===== src/rtl/wdg_pkg.sv =====
package wdg_pkg;

    typedef enum logic [1:0] {
        RK_NONE   = 2'b00,
        RK_CORE   = 2'b01,
        RK_CHIP   = 2'b10,
        RK_SYSTEM = 2'b11
    } rst_kind_e;

    // Escalation state plus the registered reset request
    typedef struct packed {
        logic      enw;
        logic      wis;
        rst_kind_e rec;
        logic      req;
        rst_kind_e req_type;
    } esc_state_t;

    localparam int NUM_PERIODS = 4;

endpackage


===== src/rtl/wdg_tick_counter.sv =====
module wdg_tick_counter
    import wdg_pkg::*;
#(
    parameter int TAP_BASE = 17,
    parameter int TAP_STEP = 4
) (
    input  logic       clk,
    input  logic       rst,
    input  logic       tick_en,
    input  logic [1:0] period_sel,
    output logic       expire
);

    // Highest tap is TAP_BASE-1+3*TAP_STEP, the counter's top bit
    localparam int CW = TAP_BASE + (NUM_PERIODS - 1) * TAP_STEP;

    typedef struct packed {
        logic [CW-1:0] cnt;
    } cnt_state_t;

    cnt_state_t c_d, c_q;
    logic [NUM_PERIODS-1:0] tap_now, tap_nxt;

    always_comb begin
        c_d = c_q;
        if (tick_en) begin
            c_d.cnt = c_q.cnt + 1'b1;
        end
        if (rst) begin
            c_d = '0;
        end
    end

    always_ff @(posedge clk) begin
        c_q <= c_d;
    end

    // One tap per period selection
    for (genvar g = 0; g < NUM_PERIODS; g++) begin : g_tap
        assign tap_now[g] = c_q.cnt[TAP_BASE - 1 + g * TAP_STEP];
        assign tap_nxt[g] = c_d.cnt[TAP_BASE - 1 + g * TAP_STEP];
    end

    assign expire = !rst && tap_nxt[period_sel] && !tap_now[period_sel];

    AST_EXPIRE_SPACED: assert property (@(posedge clk) disable iff (rst)
        expire |=> (!expire || (period_sel != $past(period_sel))));

    AST_FROZEN_NO_TICK: assert property (@(posedge clk) disable iff (rst)
        !tick_en |=> $stable(c_q.cnt));

endmodule


===== src/rtl/wdg_escalate.sv =====
module wdg_escalate
    import wdg_pkg::*;
(
    input  logic       clk,
    input  logic       rst,
    input  logic       expire,
    input  logic [1:0] rst_ctl,
    input  logic       clr_enw,
    input  logic       clr_wis,
    output logic       enw,
    output logic       wis,
    output logic [1:0] rec,
    output logic       req,
    output logic [1:0] req_type
);

    esc_state_t s_d, s_q;
    rst_kind_e  ctl_kind;

    assign ctl_kind = rst_kind_e'(rst_ctl);

    always_comb begin
        s_d          = s_q;
        s_d.req      = 1'b0;
        s_d.req_type = RK_NONE;
        // Stage advance uses the state before any clear
        if (expire) begin
            unique case ({s_q.enw, s_q.wis})
                2'b00, 2'b01: s_d.enw = 1'b1;
                2'b10:        s_d.wis = 1'b1;
                default: begin
                    s_d.rec = ctl_kind;
                    if (ctl_kind != RK_NONE) begin
                        s_d.req      = 1'b1;
                        s_d.req_type = ctl_kind;
                    end
                end
            endcase
        end
        // Servicing wins over a same-cycle set
        if (clr_enw) s_d.enw = 1'b0;
        if (clr_wis) s_d.wis = 1'b0;
        if (rst) begin
            s_d = '0;
        end
    end

    always_ff @(posedge clk) begin
        s_q <= s_d;
    end

    assign enw      = s_q.enw;
    assign wis      = s_q.wis;
    assign rec      = s_q.rec;
    assign req      = s_q.req;
    assign req_type = s_q.req_type;

    AST_FIRST_STAGE: assert property (@(posedge clk) disable iff (rst)
        (expire && !enw && !clr_enw) |=> enw);

    AST_SECOND_STAGE: assert property (@(posedge clk) disable iff (rst)
        (expire && enw && !wis && !clr_wis) |=> wis);

    AST_WIS_AFTER_ENW: assert property (@(posedge clk) disable iff (rst)
        $rose(wis) |-> $past(enw));

    AST_REC_COPY: assert property (@(posedge clk) disable iff (rst)
        (expire && enw && wis) |=> (rec == $past(rst_ctl)));

    AST_REQ_PULSE: assert property (@(posedge clk) disable iff (rst)
        req |=> !req);

    AST_REQ_KIND: assert property (@(posedge clk) disable iff (rst)
        req |-> (req_type == rec && req_type != 2'b00));

    AST_CLEAR_WINS: assert property (@(posedge clk) disable iff (rst)
        (clr_enw || clr_wis) |=> !(($past(clr_enw) && enw) || ($past(clr_wis) && wis)));

endmodule


===== src/rtl/wdg_two_stage.sv =====
module wdg_two_stage
    import wdg_pkg::*;
#(
    parameter int TAP_BASE = 17,
    parameter int TAP_STEP = 4
) (
    input  logic       clk,
    input  logic       rst,
    input  logic       tick_en,
    input  logic [1:0] period_sel,
    input  logic [1:0] rst_ctl,
    input  logic       int_en,
    input  logic       clr_enw,
    input  logic       clr_wis,
    output logic       enw,
    output logic       wis,
    output logic [1:0] rst_rec,
    output logic       irq,
    output logic       rst_req,
    output logic [1:0] rst_type
);

    logic expire;

    wdg_tick_counter #(
        .TAP_BASE(TAP_BASE),
        .TAP_STEP(TAP_STEP)
    ) i_counter (
        .clk       (clk),
        .rst       (rst),
        .tick_en   (tick_en),
        .period_sel(period_sel),
        .expire    (expire)
    );

    wdg_escalate i_escalate (
        .clk     (clk),
        .rst     (rst),
        .expire  (expire),
        .rst_ctl (rst_ctl),
        .clr_enw (clr_enw),
        .clr_wis (clr_wis),
        .enw     (enw),
        .wis     (wis),
        .rec     (rst_rec),
        .req     (rst_req),
        .req_type(rst_type)
    );

    assign irq = wis & int_en;

    AST_RESET_NEEDS_STAGES: assert property (@(posedge clk) disable iff (rst)
        $rose(rst_req) |-> $past(enw && wis));

endmodule


===== config.mk =====
export PLATFORM = sky130hd
export DESIGN_NAME = wdg_two_stage
export DESIGN_NICKNAME = d
export VERILOG_FILES = /design/src/rtl/wdg_pkg.sv /design/src/rtl/wdg_tick_counter.sv /design/src/rtl/wdg_escalate.sv /design/src/rtl/wdg_two_stage.sv
export SDC_FILE = /design/constraint.sdc
export NUM_CORES = 1
export LEC_CHECK = 0
export BUFFER_PORTS_ARGS = -buffer_cell sky130_fd_sc_hd__buf_4
export CAP_MARGIN = 20
export CORE_MARGIN = 3
export CORE_UTILIZATION = 57
export CTS_CLUSTER_SIZE = 20
export DETAILED_ROUTE_END_ITERATION = 12
export MAX_ROUTING_LAYER = met4
export PLACE_DENSITY = 0.77
export SYNTH_ARGS = -nofsm -noshare
export SYNTH_HDL_FRONTEND = slang
export SYNTH_SLANG_ARGS = --single-unit

===== constraint.sdc =====
create_clock -name clk -period 2.5 [get_ports clk]
set_input_delay 0.5 -clock clk [delete_from_list [all_inputs] [get_ports clk]]
set_output_delay 0.5 -clock clk [all_outputs]
set_load 0.01 [all_outputs]

==> results of run 1 <==
layer usage:
metal	wire, um	vias up	track usage
met5	0	-	-
li1	-	695	-
met3	83	6	0.05165
met1	1509	664	0.2261
met2	1684	14	0.3333
met4	58	0	0.1030
power groups by stage:
stage | Combinational, mW | Clock, mW | Sequential [mW]
6_report | 0.0558 | 0.455 | 0.582
5_1_grt | 0.0602 | 0.494 | 0.583
3_5_place_dp | 0.0495 | 0 | 0.594
2_1_floorplan | 0.0309 | 0 | 0.593
4_1_cts | 0.0500 | 0.471 | 0.581
3_3_place_gp | 0.0473 | 0 | 0.593
metrics by stage:
stage                     area [um2]  utilization
after floorplan                 1772            -
after global placement          1939       0.6798
after detailed placement        1939       0.6798
after global routing            2105       0.7377
after CTS                       2044       0.7167
final                           2105       0.7377
what timing repair did:
action	4_1_cts	5_1_grt
setup buffers	1	1
pin swaps	1	8
endpoints found under the setup margin	1	7
gates resized for setup	1	11
hold endpoints to repair	0	0
state kept, by name (all words and copies together) (netlist names):
name                 count
i_counter.c_q           29
i_escalate.rec           2
i_escalate.req_type      2
i_escalate.enw           1
i_escalate.req           1
i_escalate.wis           1
kinds of logic after synthesis:
kind of cell / Yosys count / synth area share
xor+xnor: 25 / 0.1236
flops: 36 / 0.4068
compound gates: 13 / 0.06285
simple gates: 91 / 0.2945
buf+inv: 12 / 0.03531
mux: 6 / 0.04167
fa+ha+maj: 5 / 0.03531
path summary, 6_finish.rpt:
check                           slack (ns)                end
worst max-delay path                  0.19     i_escalate.enw
worst max register to register        0.19     i_escalate.enw
worst min register to register        0.48  i_escalate.rec[1]
worst min-delay path                  0.31     i_escalate.enw
synthesized netlist by cell type (2+ instances only):
cell | instances | share of area
nor3_1 | 3 | 0.0085
and4_1 | 3 | 0.015
clkbuf_1 | 2 | 0.0042
nor2_1 | 32 | 0.068
nand3_1 | 9 | 0.025
xnor2_1 | 4 | 0.020
and2_1 | 3 | 0.011
nand4_1 | 5 | 0.018
ha_1 | 5 | 0.035
a21oi_1 | 2 | 0.0056
dfxtp_1 | 36 | 0.41
o21ai_0 | 4 | 0.011
nand2_1 | 12 | 0.025
xor2_1 | 21 | 0.10
buf_1 | 2 | 0.0042
a31oi_1 | 2 | 0.0071
nand2b_1 | 4 | 0.014
mux2i_1 | 4 | 0.023
nor4b_1 | 2 | 0.0099
nand4_4 | 2 | 0.024
nor2b_1 | 2 | 0.0071
inv_1 | 5 | 0.011
and3_1 | 3 | 0.011
cell type report:
class,count,area (um2)
inverters,5,18.77
multi-input cells,140,1036
repair buffers,25,187.7
flip-flops and latches,36,728.2
clock buffers,7,65.06
clock inverters,1,30.03
well taps,31,38.79
fillers,211,748.2
==> flow_summary.toml, run 1 <==
[worst_setup_path]
worst_setup_path_start_kind = "register"
path_cells = "ha_4, nand4_4, nor4_4, nand4_1, xor2_2, o311ai_4, a31oi_2, a2111oi_2"
crit_type = "reg2reg"
required_ns = 2.74
r2r_start = "i_counter.c_q[1]"
critPathMaxStageDelay_ns = 0.39
cp-startpoint = "i_counter.c_q[1]"
slowest_stage = "nor4_4"
r2r_cells = 8
end_kind = "register"
crit_buf_inv = 0
arrival_ns = 2.55
cp.depth = 8
crit_family = "compound AO/OA/AOI/OAI gates"
critPathMaxFanout = 4

[floorplan]
core_area_um2 = 2853
row_count = 19
io_pins = 18
die_w_um = 61.75
dieArea_um2 = 3813
initial_utilization = 0.6211
die_y_um = 61.75

[clocking]
cts.path.max_buffers = 2
cts_root_buf = "clkbuf_4"
htree_num_levels = 2
cts_buffers = 5
clk_pin_slew_ns = 0.11
clk_latency_ns = 0.33
cts_sinks = 36
postCtsHoldBufs = 0
cts_tree = "done"

[place]
dp_cells = 235
dp_hpwl_um = 2379
gp_congestion = 0.8975
place_ws_ns = -0.007937
portBuffers = 17

[synth]
synth_warnings = 0
ys_seq_elements = 36
synth_area_um2 = 1772
ys_async_sr_fraction = 0
yosysUniqueCellTypes = 44
synth_edf_count = 0
syn_inst = 188
ys.flop_type = "dfxtp_1"
synth_fp_nets = 203
syn_avg_cell_area_um2 = 9.424
ys_seq_area_frac = 0.4068

[power_and_ir_drop]
powerDensity_nw_per_um2 = 519.3
p_seq_frac = 0.532
p_sw_frac = 0.2052
leakagePower_nw = 0.8645
internal_power_mw = 0.8686
ir_drop_mv = 0.3633
power_mw = 1.093
p_comb_frac = 0.051
clkPwrFrac = 0.417
switching_power_mw = 0.2243

[sta]
hold_ws_ns = 0.3104
setup_viol = 0
worstMarginPinSlew_ns = 0.4023
drv_slew = 0
rsz0062_at_grt = "false"
period_minus_slack_ns = 2.315
fin_crit_sh = 0.9260
max-slew-margin-rel = 0.7318
fmax_ghz = 0.4320
final_hold_viol_count = 0
fin_ws_ns = 0.1851
skew_ns = 0.007651
fin_tns_setup_ns = 0

[route]
ant_nets = 0
wirelength_um = 3334
first_iter_violations = 51
wl_per_cell_um = 13.61
vias_per_cell = 5.629
via_count = 1379
dr.pass1.iters = 4
drc = 0

[finish]
layout-drive-gt1-share = 0.2523
stdcell_count = 245
nets = 228
area_delta_synth_final_pct = 18.79
n_antenna_cell = 0
mostFrequentLayoutCells = "32 x nor2_1, 32 x dfxtp_1, 25 x buf_4, 20 x xor2_1, 12 x nand2_1"

[grt]
grt_pass1_wl_um = 5520
grt_pass1_vias = 1340
overflow = 0
grt_util_all_layers = 0.2026
grt_max_degree = 41
antenna_found_initial = 0

[worst_hold_path]
hold_depth = 2
hold_start = "clr_enw"
min_path_type = "in2reg"

[run_status]
status = "finished clean"

[flow_run]
cap_violations = 0
(Power assumes the default switching activity.)
==> run 2: changes to the inputs <==
--- a/config.mk
+++ b/config.mk
@@ -7,12 +7,11 @@
 export LEC_CHECK = 0
 export BUFFER_PORTS_ARGS = -buffer_cell sky130_fd_sc_hd__buf_4
 export CAP_MARGIN = 20
-export CORE_MARGIN = 3
 export CORE_UTILIZATION = 57
 export CTS_CLUSTER_SIZE = 20
 export DETAILED_ROUTE_END_ITERATION = 12
 export MAX_ROUTING_LAYER = met4
-export PLACE_DENSITY = 0.77
+export PLACE_DENSITY = 0.86
 export SYNTH_ARGS = -nofsm -noshare
 export SYNTH_HDL_FRONTEND = slang
 export SYNTH_SLANG_ARGS = --single-unit
==> flow_summary.toml, run 2 (synthesized netlist as in run 1, its figures left out) <==
[floorplan]
core_area_um2 = 2853
io_pins = 18
die_w_um = 57.75
dieArea_um2 = 3335
row_count = 19
initial_utilization = 0.6211
die_y_um = 57.75

[finish]
layout_commonest_cell = "dfxtp_1"
largest_reg_flops = 29
num-fill-cells = 215
max_flop_register = "i_counter.c_q"
layout-drive-gt1-share = 0.2347
n_antenna_cell = 0
utilization = 0.7189
mostFrequentLayoutCells = "34 x dfxtp_1, 32 x nor2_1, 24 x buf_4, 21 x xor2_1, 12 x nand2_1"
area_delta_synth_final_pct = 15.75
nets = 227
stdcell_count = 244

[worst_setup_path]
arrival_ns = 2.64
crit_type = "reg2reg"
crit_path_end = "i_escalate.enw"
cp-startpoint = "i_counter.c_q[0]"
r2r-end = "i_escalate.enw"
r2r_cells = 9
r2r_slack_ns = 0.12
required_ns = 2.76
r2r_start = "i_counter.c_q[0]"
worst_setup_path_start_kind = "register"
end_kind = "register"
critPathMaxFanout = 5

[worst_hold_path]
min_path_type = "in2reg"

[sta]
fin_crit_sh = 0.9507
skew_ns = 0.01028
fin_tns_setup_ns = 0
max-slew-margin-rel = 0.7372
fin_ws_ns = 0.1231
fmax_ghz = 0.4207
rsz0062_at_grt = "false"
final_hold_viol_count = 0
worstMarginPinSlew_ns = 0.3943
period_minus_slack_ns = 2.377
drv_slew = 0
setup_viol = 0

[power_and_ir_drop]
powerDensity_nw_per_um2 = 473.2
power_mw = 0.9703
ir_drop_mv = 0.3440
leakagePower_nw = 0.8199

[flow_run]
cap_violations = 0

[clocking]
cts_buffers = 5
cts_root_buf = "clkbuf_4"
cts_sinks = 36
htree_num_levels = 2
clk_pin_slew_ns = 0.11
clk_latency_ns = 0.36
cts.path.max_buffers = 2
postCtsHoldBufs = 0
cts_tree = "done"

[place]
dp_hpwl_um = 2552
dp_cells = 233
portBuffers = 17
gp_congestion = 0.8458
place_ws_ns = 0.01022

[route]
first_iter_violations = 67
dr.pass1.iters = 4
ant_nets = 0
via_count = 1405
vias_per_cell = 5.758
drc = 0
wl_per_cell_um = 14.59
wirelength_um = 3561

[grt]
globalRouteMet3Util = 0.08036
grt_pass1_vias = 1268
use_met1 = 0.2863
antenna_found_initial = 0
grt_pass1_wl_um = 5623
busiest_layer = "met2"
grtUsageMet2 = 0.3555
grt_max_degree = 41
grt_util_all_layers = 0.2380
overflow = 0

[run_status]
status = "finished clean"
## run 2: repair_timing
action / CTS / global route
pin swaps: 0 / 3
resized for setup: 1 / 7
setup endpoints to repair: 1 / 7
setup buffers: 0 / 3
hold endpoints to repair: 0 / 0
## run 2: worst max-delay path: stages, from the launching register on
cell and delay, ns:
dfxtp_2 0.38, ha_4 0.16, nand4_4 0.14, nor4_4 0.39, buf_4 0.19, mux2_2 0.17
nor2_2 0.05, a2111oi_4 0.34, a31oi_2 0.09, a2111oi_2 0.37
## run 2: stage by stage
stage	hold WS (ns)	instance area, um2
global placement	0.4636	1924
floorplan	0.4714	1772
detailed placement	0.4756	1924
finish	0.2940	2051
CTS	0.2874	1994
global route	0.2767	2051
## run 2: layer usage
layer	part of all wire	vias to the layer above	wire, um
met1	0.44	676	1563
met5	0	-	0
met3	0.056	5	198
met2	0.49	28	1732
met4	0.018	0	65
li1	-	696	-
## run 2: worst min path at each step
stage                        end  cells after the start  slack [ns]              start
6_report          i_escalate.enw                      2        0.29            clr_enw
5_1_grt           i_escalate.enw                      2        0.28            clr_enw
4_1_cts           i_escalate.enw                      2        0.29            clr_enw
3_5_place_dp   i_escalate.rec[0]                      2        0.48  i_escalate.rec[0]
3_3_place_gp   i_escalate.rec[1]                      2        0.46  i_escalate.rec[1]
2_1_floorplan   i_counter.c_q[6]                      2        0.47   i_counter.c_q[6]
## run 2: layout make-up
| type | instances | area, um2 | share of cell area |
|---|---|---|---|
| Multi-Input combinational cell | 140 | 1027 | 0.5009 |
| Sequential cell | 36 | 723.2 | 0.3527 |
| Timing Repair Buffer | 24 | 180.2 | 0.08786 |
| Clock buffer | 7 | 55.05 | 0.02685 |
| Tap cell | 31 | 38.79 | 0.01891 |
| Inverter | 5 | 18.77 | 0.009152 |
| Clock inverter | 1 | 7.507 | 0.003661 |
## run 2: power breakdown
| part | internal, mW | switching, mW |
|---|---|---|
| clock | 0.137 | 0.198 |
| combinational | 0.0236 | 0.0289 |
| sequential | 0.578 | 0.00496 |
